### src/rtl/i2c_addr_recog_pkg.sv
package i2c_addr_recog_pkg;

  typedef enum logic [1:0] {
    ST_IDLE,
    ST_ARMED,
    ST_SELECTED,
    ST_IGNORE
  } rcg_state_e;

  typedef enum logic [1:0] {
    FMT_BOTH,
    FMT_A_ONLY,
    FMT_B_ONLY,
    FMT_RAW
  } fmt_e;

  function automatic fmt_e decode_fmt(input logic sw, input logic sel_a, input logic sel_b);
    if (sw) return FMT_RAW;
    case ({sel_a, sel_b})
      2'b00:   return FMT_BOTH;
      2'b01:   return FMT_A_ONLY;
      2'b10:   return FMT_B_ONLY;
      default: return FMT_RAW;
    endcase
  endfunction

endpackage

### src/rtl/i2c_fmt_decode.sv
module i2c_fmt_decode
  import i2c_addr_recog_pkg::*;
#(
  parameter int NSLOT = 2
) (
  input  logic             fmt_switch,
  input  logic             sel_a,
  input  logic             sel_b,
  output logic [NSLOT-1:0] slot_en,
  output logic             gc_en,
  output logic             raw_mode
);
  fmt_e mode;

  always_comb begin
    mode     = decode_fmt(fmt_switch, sel_a, sel_b);
    slot_en  = '0;
    gc_en    = 1'b0;
    raw_mode = 1'b0;
    case (mode)
      FMT_BOTH:   begin slot_en[0] = 1'b1; slot_en[NSLOT-1] = 1'b1; gc_en = 1'b1; end
      FMT_A_ONLY: begin slot_en[0] = 1'b1; gc_en = 1'b1; end
      FMT_B_ONLY: begin slot_en[NSLOT-1] = 1'b1; gc_en = 1'b1; end
      default:    raw_mode = 1'b1;
    endcase
  end
endmodule

### src/rtl/i2c_slot_match.sv
module i2c_slot_match #(
  parameter int ADDR_W = 7
) (
  input  logic [ADDR_W-1:0] rx_addr,
  input  logic [ADDR_W-1:0] slot_addr,
  input  logic              enable,
  output logic              hit
);
  always_comb hit = enable && (rx_addr == slot_addr);
endmodule

### src/rtl/i2c_addr_recog.sv
module i2c_addr_recog
  import i2c_addr_recog_pkg::*;
#(
  parameter int ADDR_W = 7
) (
  input  logic            clk,
  input  logic            rst,
  input  logic            start_seen,
  input  logic            stop_seen,
  input  logic            frame_strobe,
  input  logic [ADDR_W:0] rx_byte,
  input  logic [ADDR_W:0] own_addr_a,
  input  logic [ADDR_W:0] own_addr_b,
  input  logic            fmt_switch,
  output logic            match_a,
  output logic            match_b,
  output logic            match_gc,
  output logic            ack_drive,
  output logic            dir_tx,
  output logic            addressed
);
  localparam int NSLOT  = 2;
  localparam int BYTE_W = ADDR_W + 1;

  logic [NSLOT-1:0]  slot_en;
  logic [NSLOT-1:0]  slot_hit;
  logic [ADDR_W-1:0] slot_addr [NSLOT];
  logic              gc_en;
  logic              raw_mode;
  logic              gc_hit;
  logic              win_a, win_b, win_gc, any_hit;
  rcg_state_e        state;

  assign slot_addr[0]       = own_addr_a[BYTE_W-1:1];
  assign slot_addr[NSLOT-1] = own_addr_b[BYTE_W-1:1];

  i2c_fmt_decode #(.NSLOT(NSLOT)) fmt_i (
    .fmt_switch (fmt_switch),
    .sel_a      (own_addr_a[0]),
    .sel_b      (own_addr_b[0]),
    .slot_en    (slot_en),
    .gc_en      (gc_en),
    .raw_mode   (raw_mode)
  );

  for (genvar s = 0; s < NSLOT; s++) begin : g_slot
    i2c_slot_match #(.ADDR_W(ADDR_W)) cmp_i (
      .rx_addr   (rx_byte[BYTE_W-1:1]),
      .slot_addr (slot_addr[s]),
      .enable    (slot_en[s]),
      .hit       (slot_hit[s])
    );
  end

  // General call only with a zero direction bit; priority A > B > GC.
  always_comb begin
    gc_hit  = gc_en && (rx_byte == '0);
    win_a   = slot_hit[0];
    win_b   = slot_hit[NSLOT-1] && !slot_hit[0];
    win_gc  = gc_hit && !slot_hit[0] && !slot_hit[NSLOT-1];
    any_hit = win_a || win_b || win_gc;
  end

  always_ff @(posedge clk) begin
    if (rst) begin
      state     <= ST_IDLE;
      match_a   <= 1'b0;
      match_b   <= 1'b0;
      match_gc  <= 1'b0;
      ack_drive <= 1'b0;
      dir_tx    <= 1'b0;
      addressed <= 1'b0;
    end else if (stop_seen || start_seen) begin
      state     <= stop_seen ? ST_IDLE : ST_ARMED;
      match_a   <= 1'b0;
      match_b   <= 1'b0;
      match_gc  <= 1'b0;
      ack_drive <= 1'b0;
      dir_tx    <= 1'b0;
      addressed <= 1'b0;
    end else if (frame_strobe) begin
      if (raw_mode) begin
        ack_drive <= 1'b1;
        match_a   <= 1'b0;
        match_b   <= 1'b0;
        match_gc  <= 1'b0;
        dir_tx    <= 1'b0;
        addressed <= 1'b0;
      end else begin
        case (state)
          ST_ARMED: begin
            match_a   <= win_a;
            match_b   <= win_b;
            match_gc  <= win_gc;
            ack_drive <= any_hit;
            addressed <= any_hit;
            dir_tx    <= rx_byte[0] && (win_a || win_b);
            state     <= any_hit ? ST_SELECTED : ST_IGNORE;
          end
          ST_SELECTED: ack_drive <= !dir_tx;
          default:     ack_drive <= 1'b0;
        endcase
      end
    end
  end
endmodule

### config.mk
export PLATFORM = sky130hd
export DESIGN_NAME = i2c_addr_recog
export DESIGN_NICKNAME = d
export VERILOG_FILES = /design/src/rtl/i2c_addr_recog_pkg.sv /design/src/rtl/i2c_fmt_decode.sv /design/src/rtl/i2c_slot_match.sv /design/src/rtl/i2c_addr_recog.sv
export SDC_FILE = /design/constraint.sdc
export NUM_CORES = 1
export LEC_CHECK = 0
export ABC_AREA = 1
export CAP_MARGIN = 15
export CORE_UTILIZATION = 42
export DETAILED_ROUTE_END_ITERATION = 8
export PLACE_DENSITY = 0.86
export RECOVER_POWER = 100
export SETUP_SLACK_MARGIN = 0.4
export SLEW_MARGIN = 10
export SYNTH_ARGS = -nofsm -noshare
export SYNTH_HDL_FRONTEND = slang
export SYNTH_SLANG_ARGS = --single-unit
### constraint.sdc
create_clock -name clk -period 3.41 [get_ports clk]
set_input_delay 0.8525 -clock clk [delete_from_list [all_inputs] [get_ports clk]]
set_output_delay 0.8525 -clock clk [all_outputs]
set_load 0.005 [all_outputs]
### Yosys cells after proc, flatten, opt, wreduce, memory -nomap -nowiden

Index checks and enable logic that the tools add are counted.

* add/subtract/negate cells: 0
* $mul: 0
* divide/modulo/power cells: 0
* magnitude comparators: 0
* equal/unequal tests: 9
* shift-type cells: 0
* mux-type cells: 25
* bitwise gates (word level): 0
* reduce and logical (&&, ||, !) cells: 25

Operator list (number)
* two-way mux 1 bit: 17
* == test 7 bit: 2
* two-way mux 2 bit: 6
* zero test 8 bit: 1
* logical AND 1 bit: 7
* == test 2 x 1 -> 1 bit, second input constant: 3
* == test 2 bit, second input constant: 3
* case mux 2 bit (3 select lines): 1
* nonzero test 2 bit: 3
* OR reduction 2 bit: 3
* zero test 2 bit: 2
* zero test 1 bit: 3
* logical OR 1 bit: 3
* AND reduction 3 bit: 1
* OR reduction 3 bit: 1
* != test 2 x 1 -> 1 bit, second input constant: 1
* case mux 1 bit (2 select lines): 1
* AND reduction 2 bit: 1

* flip-flop bits (word level): 8
* bits in latches: 0
* memory bits (writable): 0
* ROM bits: 0
* output and inout bits: 6
* logic and storage cells: 66
* memories kept: 0

### Longest topological paths before layout

* depth after elaboration: 16
* gate-level depth with buffers: 12

### Hierarchy

Synthesis repeated with hierarchy kept, for this count alone.

* cells, all modules: 146
* area, all modules: 734.5 um^2

Modules (own cells, without submodules)
* i2c_addr_recog: times used 1, cells an instance 62, area each 417.9 um^2, sequential area each 160.2 um^2
* i2c_slot_match: times used 2, cells an instance 40, area each 150.1 um^2, sequential area each 0.0 um^2
* i2c_fmt_decode: times used 1, cells an instance 4, area each 16.3 um^2, sequential area each 0.0 um^2

### Worst setup path after synthesis

OpenSTA, ideal clock, no wires.

* kind: in2reg
* start point: input port fmt_switch
* end point: register match_gc
* setup time: 0.118 ns
* arrival time: 1.566 ns
* data required time: 3.292 ns
* path slack: 1.726 ns
* stages: 10
* buffers on the path: 0
* cells stage by stage: inv_1 -> nand2_1 -> nor2_2 -> nand2_1 -> nor2_2 -> nand2_2 -> nand2_1 -> nor3_1 -> a21oi_1 -> nor2_1

* longest elaborated chain between the ends: 11
* elaborated cells between the ends (all ways): 22

RTL lines
* start, declared: line i2c_addr_recog.sv:14 `input logic fmt_switch,`
* two-way mux 1 bit (*): line i2c_addr_recog_pkg.sv:18 `if (sw) return FMT_RAW;`
* two-way mux 2 bit (*): line i2c_addr_recog_pkg.sv:19 `case ({sel_a, sel_b})`
* == test 2 x 1 -> 1 bit / zero test 2 bit (equally long branches): line i2c_fmt_decode.sv:20 `case (mode)`
* OR reduction 2 bit (no line)
* two-way mux 1 bit: line i2c_fmt_decode.sv:20
* logical AND 1 bit: line i2c_slot_match.sv:9 `always_comb hit = enable && (rx_addr == slot_addr);`
* zero test 1 bit: line i2c_addr_recog.sv:60 `win_gc = gc_hit && !slot_hit[0] && !slot_hit[NSLOT-1];`
* logical AND 1 bit (2 in a row): line i2c_addr_recog.sv:60
* two-way mux 1 bit: line i2c_addr_recog.sv:90 `case (state)`
* two-way mux 1 bit: line i2c_addr_recog.sv:82 `if (raw_mode) begin`
* end signal, assigned: line i2c_addr_recog.sv:94 `match_gc <= win_gc;`
* end, declared: line i2c_addr_recog.sv:17 `output logic match_gc,`

Mark *: on every way between the ends. The rest lies on a longest branch, timed or not. The select of a mux whose other input is x is not followed.
A chain may end at the register's enable or synchronous reset.

### Worst setup path in the final report

* start point: input port fmt_switch
* end point: register match_a

* longest elaborated chain between the ends: 8
* elaborated cells between the ends (all ways): 13

RTL lines
* two-way mux 1 bit (*): line i2c_addr_recog_pkg.sv:18
* two-way mux 2 bit (*): line i2c_addr_recog_pkg.sv:19
* == test 2 x 1 -> 1 bit / zero test 2 bit (equally long branches): line i2c_fmt_decode.sv:20
* OR reduction 2 bit (no line)
* two-way mux 1 bit: line i2c_fmt_decode.sv:20
* logical AND 1 bit: line i2c_slot_match.sv:9
* two-way mux 1 bit: line i2c_addr_recog.sv:90
* two-way mux 1 bit: line i2c_addr_recog.sv:82
* end signal, assigned: line i2c_addr_recog.sv:92 `match_a <= win_a;`
* end, declared: line i2c_addr_recog.sv:15 `output logic match_a,`

Marks and branches as above.

==> flow_results.org <==
** Place
- Cell Area, Placed :: 1080 um2
- At the end of routability-driven placement, the weighted congestion stood at 0.851.
- Buffers placed on the I/O ports in this run total 35.
- Once detailed placement completed, the half-perimeter wirelength came to 1.51 mm.
- After detailed placement, the design holds a cell count of 182.

** Die
- The initial utilization of the core area, before any placement, comes to 46.3%.
- I/O pins :: 36
- Die extent in x :: 43.2 um
- Number of placement rows :: 14
- Area of the placeable core :: 1540 um2
- Area of the die :: 1870 um2
- Die height :: 43.2 um

** Critical path
- Worst R2R End :: match_a
- Reg-to-Reg Start :: state[1]
- Worst reg-to-reg path cell count :: 8
- Required @ worst endpoint :: 3.55 ns
- Worst setup slack for register-to-register paths :: 1.93 ns
- STA classifies the critical path startpoint as an input port.
- Of all nets on the critical path, the largest fanout is 6.
- Critical Path End Type :: flop
- At the worst endpoint, the arrival time is 2.40 ns.
- The setup path with the least slack is of type input port to flop.

** Global routing
- Global-route usage over all layers :: 21.0%
- Global route total overflow :: 0
- Via count of the first global-routing pass :: 775
- First-pass GRT wire length :: 2.97 mm
- The initial antenna violation count was 0.
- Pin count of the biggest net entering global routing :: 7

** Hold path
- End point of the worst hold path :: state[1]
- The worst hold path begins at state[1].
- Hold crit path type :: flop to flop
- The worst hold path was traced through 2 stages.

** Synth
- In the synthesized netlist the dominant register cell turns out to be sky130_fd_sc_hd__dfxtp_1.
- In the post-synthesis netlist, the cell with the most instances is sky130_fd_sc_hd__nand2_1.
- Area share of the leading cell type in the synthesized netlist :: 25.3%
- Synthesized cell area :: 713 um2
- Counting every net in the synthesized netlist gives 163.
- Synthesis produced 131 cells.
- Number of warning messages in the yosys log :: 0
- Ranked by total cell area, the synthesized netlist is headed by sky130_fd_sc_hd__nand2_1 (25%), sky130_fd_sc_hd__dfxtp_1 (22%), sky130_fd_sc_hd__inv_1 (14%).
- Number of enable-type register cells in the synthesized netlist :: 0
- Post-synthesis cell type with the largest combined area :: sky130_fd_sc_hd__nand2_1
- Counting flops and latches in the post-synthesis netlist gives 8.
- Cell types with the highest counts after synthesis :: sky130_fd_sc_hd__nand2_1 (48), sky130_fd_sc_hd__inv_1 (27), sky130_fd_sc_hd__nor2_1 (10)
- Mean cell area of the mapped netlist :: 5.44 um2
- Sequential fraction of the synthesis area :: 22.5%
- In the synthesized netlist the async set-or-reset flop fraction comes to 0%.
- Number of distinct library cell variants in the gate-level netlist after synthesis :: 18

** Power and ir drop
- Internal power :: 180 uW
- Fraction of power spent switching nets :: 27.6%
- Max VDD drop :: 205 uV
- Clock group share of total power :: 28.8%
- Summed over all cells, the static leakage comes to 0.582 nW.
- Total power density per cell area :: 226 nW/um2
- Summed over all nets, the switching power comes to 68.5 uW.
- Registers are responsible for 38.5% of the overall power.
- Of the total power, combinational logic draws 32.8%.

** Route
- The routed design has 1.79 mm of wire.
- Average wire per cell in the routed design :: 9.70 um
- Number of search-and-repair iterations in the first detailed-routing pass :: 4
- Via density per instance :: 4.71
- Detailed-route DRC error count :: 0
- Initial detailed-routing violation count :: 30
- Once detail routing completed, the nets flagged for antenna violations numbered 0.
- Detailed routing inserted a total of 871 vias.

** CTS
- CTS built an H-tree with a depth of 1.
- Clock root buffer :: sky130_fd_sc_hd__clkbuf_4
- Number of buffers inserted by hold repair at cts :: 0
- CTS max path bufs :: 2
- Counting the buffers created by CTS gives 3.
- Clock edge transition at the registers on the reported setup and hold paths :: 0.05 ns
- TritonCTS built the clock tree.
- Cells resized by post-CTS repair :: 0
- Post-CTS setup buffers :: 0
- Number of sinks on the clock net :: 8
- The later pin in the worst-skew pair is clocked with a latency of 0.25 ns.

** Timing
- Based on the critical path, the design can be clocked at up to 0.443 GHz.
- Between clock sinks in the finished design, the worst skew comes to 0.00512 ns.
- For the pin with the worst max-slew slack, the measured transition is 0.343 ns.
- Max transition margin :: 77.1%
- Of the available clock period, the critical path in the final layout requires 66.2%.
- Counting I/O delays and the setup requirement, the final critical path takes 2.26 ns.
- Setup repair after global routing left no endpoint under its margin.
- The max-slew violation total from the final report came to 0.
- Total negative slack for setup checks :: 0 ns
- The count of endpoints failing hold in the final timing report came to 0.
- Setup violations remaining at the end of the flow were counted as 0.

** Run
- The tool flagged a number of max-cap violations equal to 0.

** Outcome
- The flow ran to the end, and the final reports show no timing, DRC or antenna violations.

** Finish
- From synthesis to final layout, the design area changed by 54.4%.
- Cells with a size suffix above 1 make up 9.47% of the layout.
- Filler Cells Inserted :: 146
- The repair_antennas step left the layout with diodes totalling 0.
- The final layout contains 203 nets.
- Util after Layout :: 71.4%
- After routing the design area is 1100 um2.
- The finished layout holds 185 standard cells, fillers aside.
- Summing all multi-input logic gate instances after layout gives 424 um2.
- Across the whole layout, storage elements account for 160 um2.
-- registers in the layout, indices dropped and copies added, names as in the netlist --
signal / count
state: 2
ack_drive: 1
addressed: 1
dir_tx: 1
match_a: 1
match_b: 1
match_gc: 1
-- layout make-up --
class                      count  area share, %
clock buffer                   3           2.05
timing repair buffer          35           31.8
tap                           16           1.82
multi-input combinational     90           38.5
inverter                      33           11.2
sequential                     8           14.5
-- power by group through the flow --
stage / sequential, mW / clock [mW] / combinational, mW
after global placement: 0.0975 / 0 / 0.0806
after global routing: 0.0956 / 0.0787 / 0.0917
final: 0.0956 / 0.0714 / 0.0815
after CTS: 0.0955 / 0.0733 / 0.0835
after floorplan: 0.0974 / 0 / 0.0372
after detailed placement: 0.0975 / 0 / 0.0826
-- layout by cell type, fill, tap and decap left out --
cell type                         netlist  layout
sky130_fd_sc_hd__ha_1                   2       2
sky130_fd_sc_hd__a21oi_2                1       1
sky130_fd_sc_hd__clkdlybuf4s50_1        0      27
sky130_fd_sc_hd__dlygate4sd3_1          0       8
sky130_fd_sc_hd__clkbuf_4               0       3
sky130_fd_sc_hd__nand3_2                1       1
sky130_fd_sc_hd__a311oi_1               1       1
sky130_fd_sc_hd__o21ai_0                1       2
sky130_fd_sc_hd__nand3_1                4       4
sky130_fd_sc_hd__nand4_1                2       2
sky130_fd_sc_hd__inv_1                 27      28
sky130_fd_sc_hd__xnor2_1                3       3
sky130_fd_sc_hd__dfxtp_1                8       8
sky130_fd_sc_hd__inv_2                  6       5
sky130_fd_sc_hd__nand2_1               48      49
sky130_fd_sc_hd__nor2_2                 6       5
sky130_fd_sc_hd__a21oi_1                7       7
sky130_fd_sc_hd__nand2_2                2       1
sky130_fd_sc_hd__nor3_1                 1       1
sky130_fd_sc_hd__nor2_1                10      11
-- through the flow --
stage               power (mW)  worst slack (ns)  hold WS (ns)
finish                   0.248              1.15         0.483
global route             0.266             0.953         0.515
CTS                      0.252              1.38         0.489
detailed placement       0.180              1.13         0.480
global placement         0.178              1.17         0.466
floorplan                0.135              1.73         0.457
-- worst max-delay path by stage --
stage                      endpoint        from  slack [ns]  cells past startpoint
after floorplan            match_gc  fmt_switch        1.73                     10
after global placement     match_gc  rx_byte[2]        1.17                     12
after detailed placement   state[0]  fmt_switch        1.13                     10
after CTS                 ack_drive  rx_byte[3]        1.38                     13
after global routing        match_a  fmt_switch        0.95                      9
final                       match_a  fmt_switch        1.15                      9
-- worst max-delay path, stage by stage --
cell and delay (ns):
sky130_fd_sc_hd__dlygate4sd3_1 0.54, sky130_fd_sc_hd__inv_1 0.07, sky130_fd_sc_hd__nand2_1 0.08, sky130_fd_sc_hd__nand2_1 0.10, sky130_fd_sc_hd__nor2_1 0.07, sky130_fd_sc_hd__nor2_1 0.28
sky130_fd_sc_hd__inv_1 0.16, sky130_fd_sc_hd__o21ai_0 0.18, sky130_fd_sc_hd__a21oi_1 0.06
-- routing by layer --
| metal | routed length, um | share of wire (%) | vias up | track usage, % |
|---|---|---|---|---|
| met3 | 91 | 5.1 | 2 | 5.96 |
| met5 | 0 | 0 | - | 0 |
| met4 | 19 | 1.1 | 0 | 5.45 |
| met1 | 769 | 43 | 378 | 22.8 |
| li1 | - | - | 465 | - |
| met2 | 913 | 51 | 26 | 38.8 |
-- cells by family (layout without fill, tap and decap cells) --
family	Yosys count	in the layout	share of synthesized area (%)
buffers and inverters	33	71	17.4
XOR/XNOR	3	3	3.68
adder cells (fa/ha/maj)	2	2	3.51
AND/OR/NAND/NOR	74	74	44.2
flip-flops	8	8	22.5
AO/OA/AOI/OAI	11	11	8.77
(Power assumes the default switching activity.)
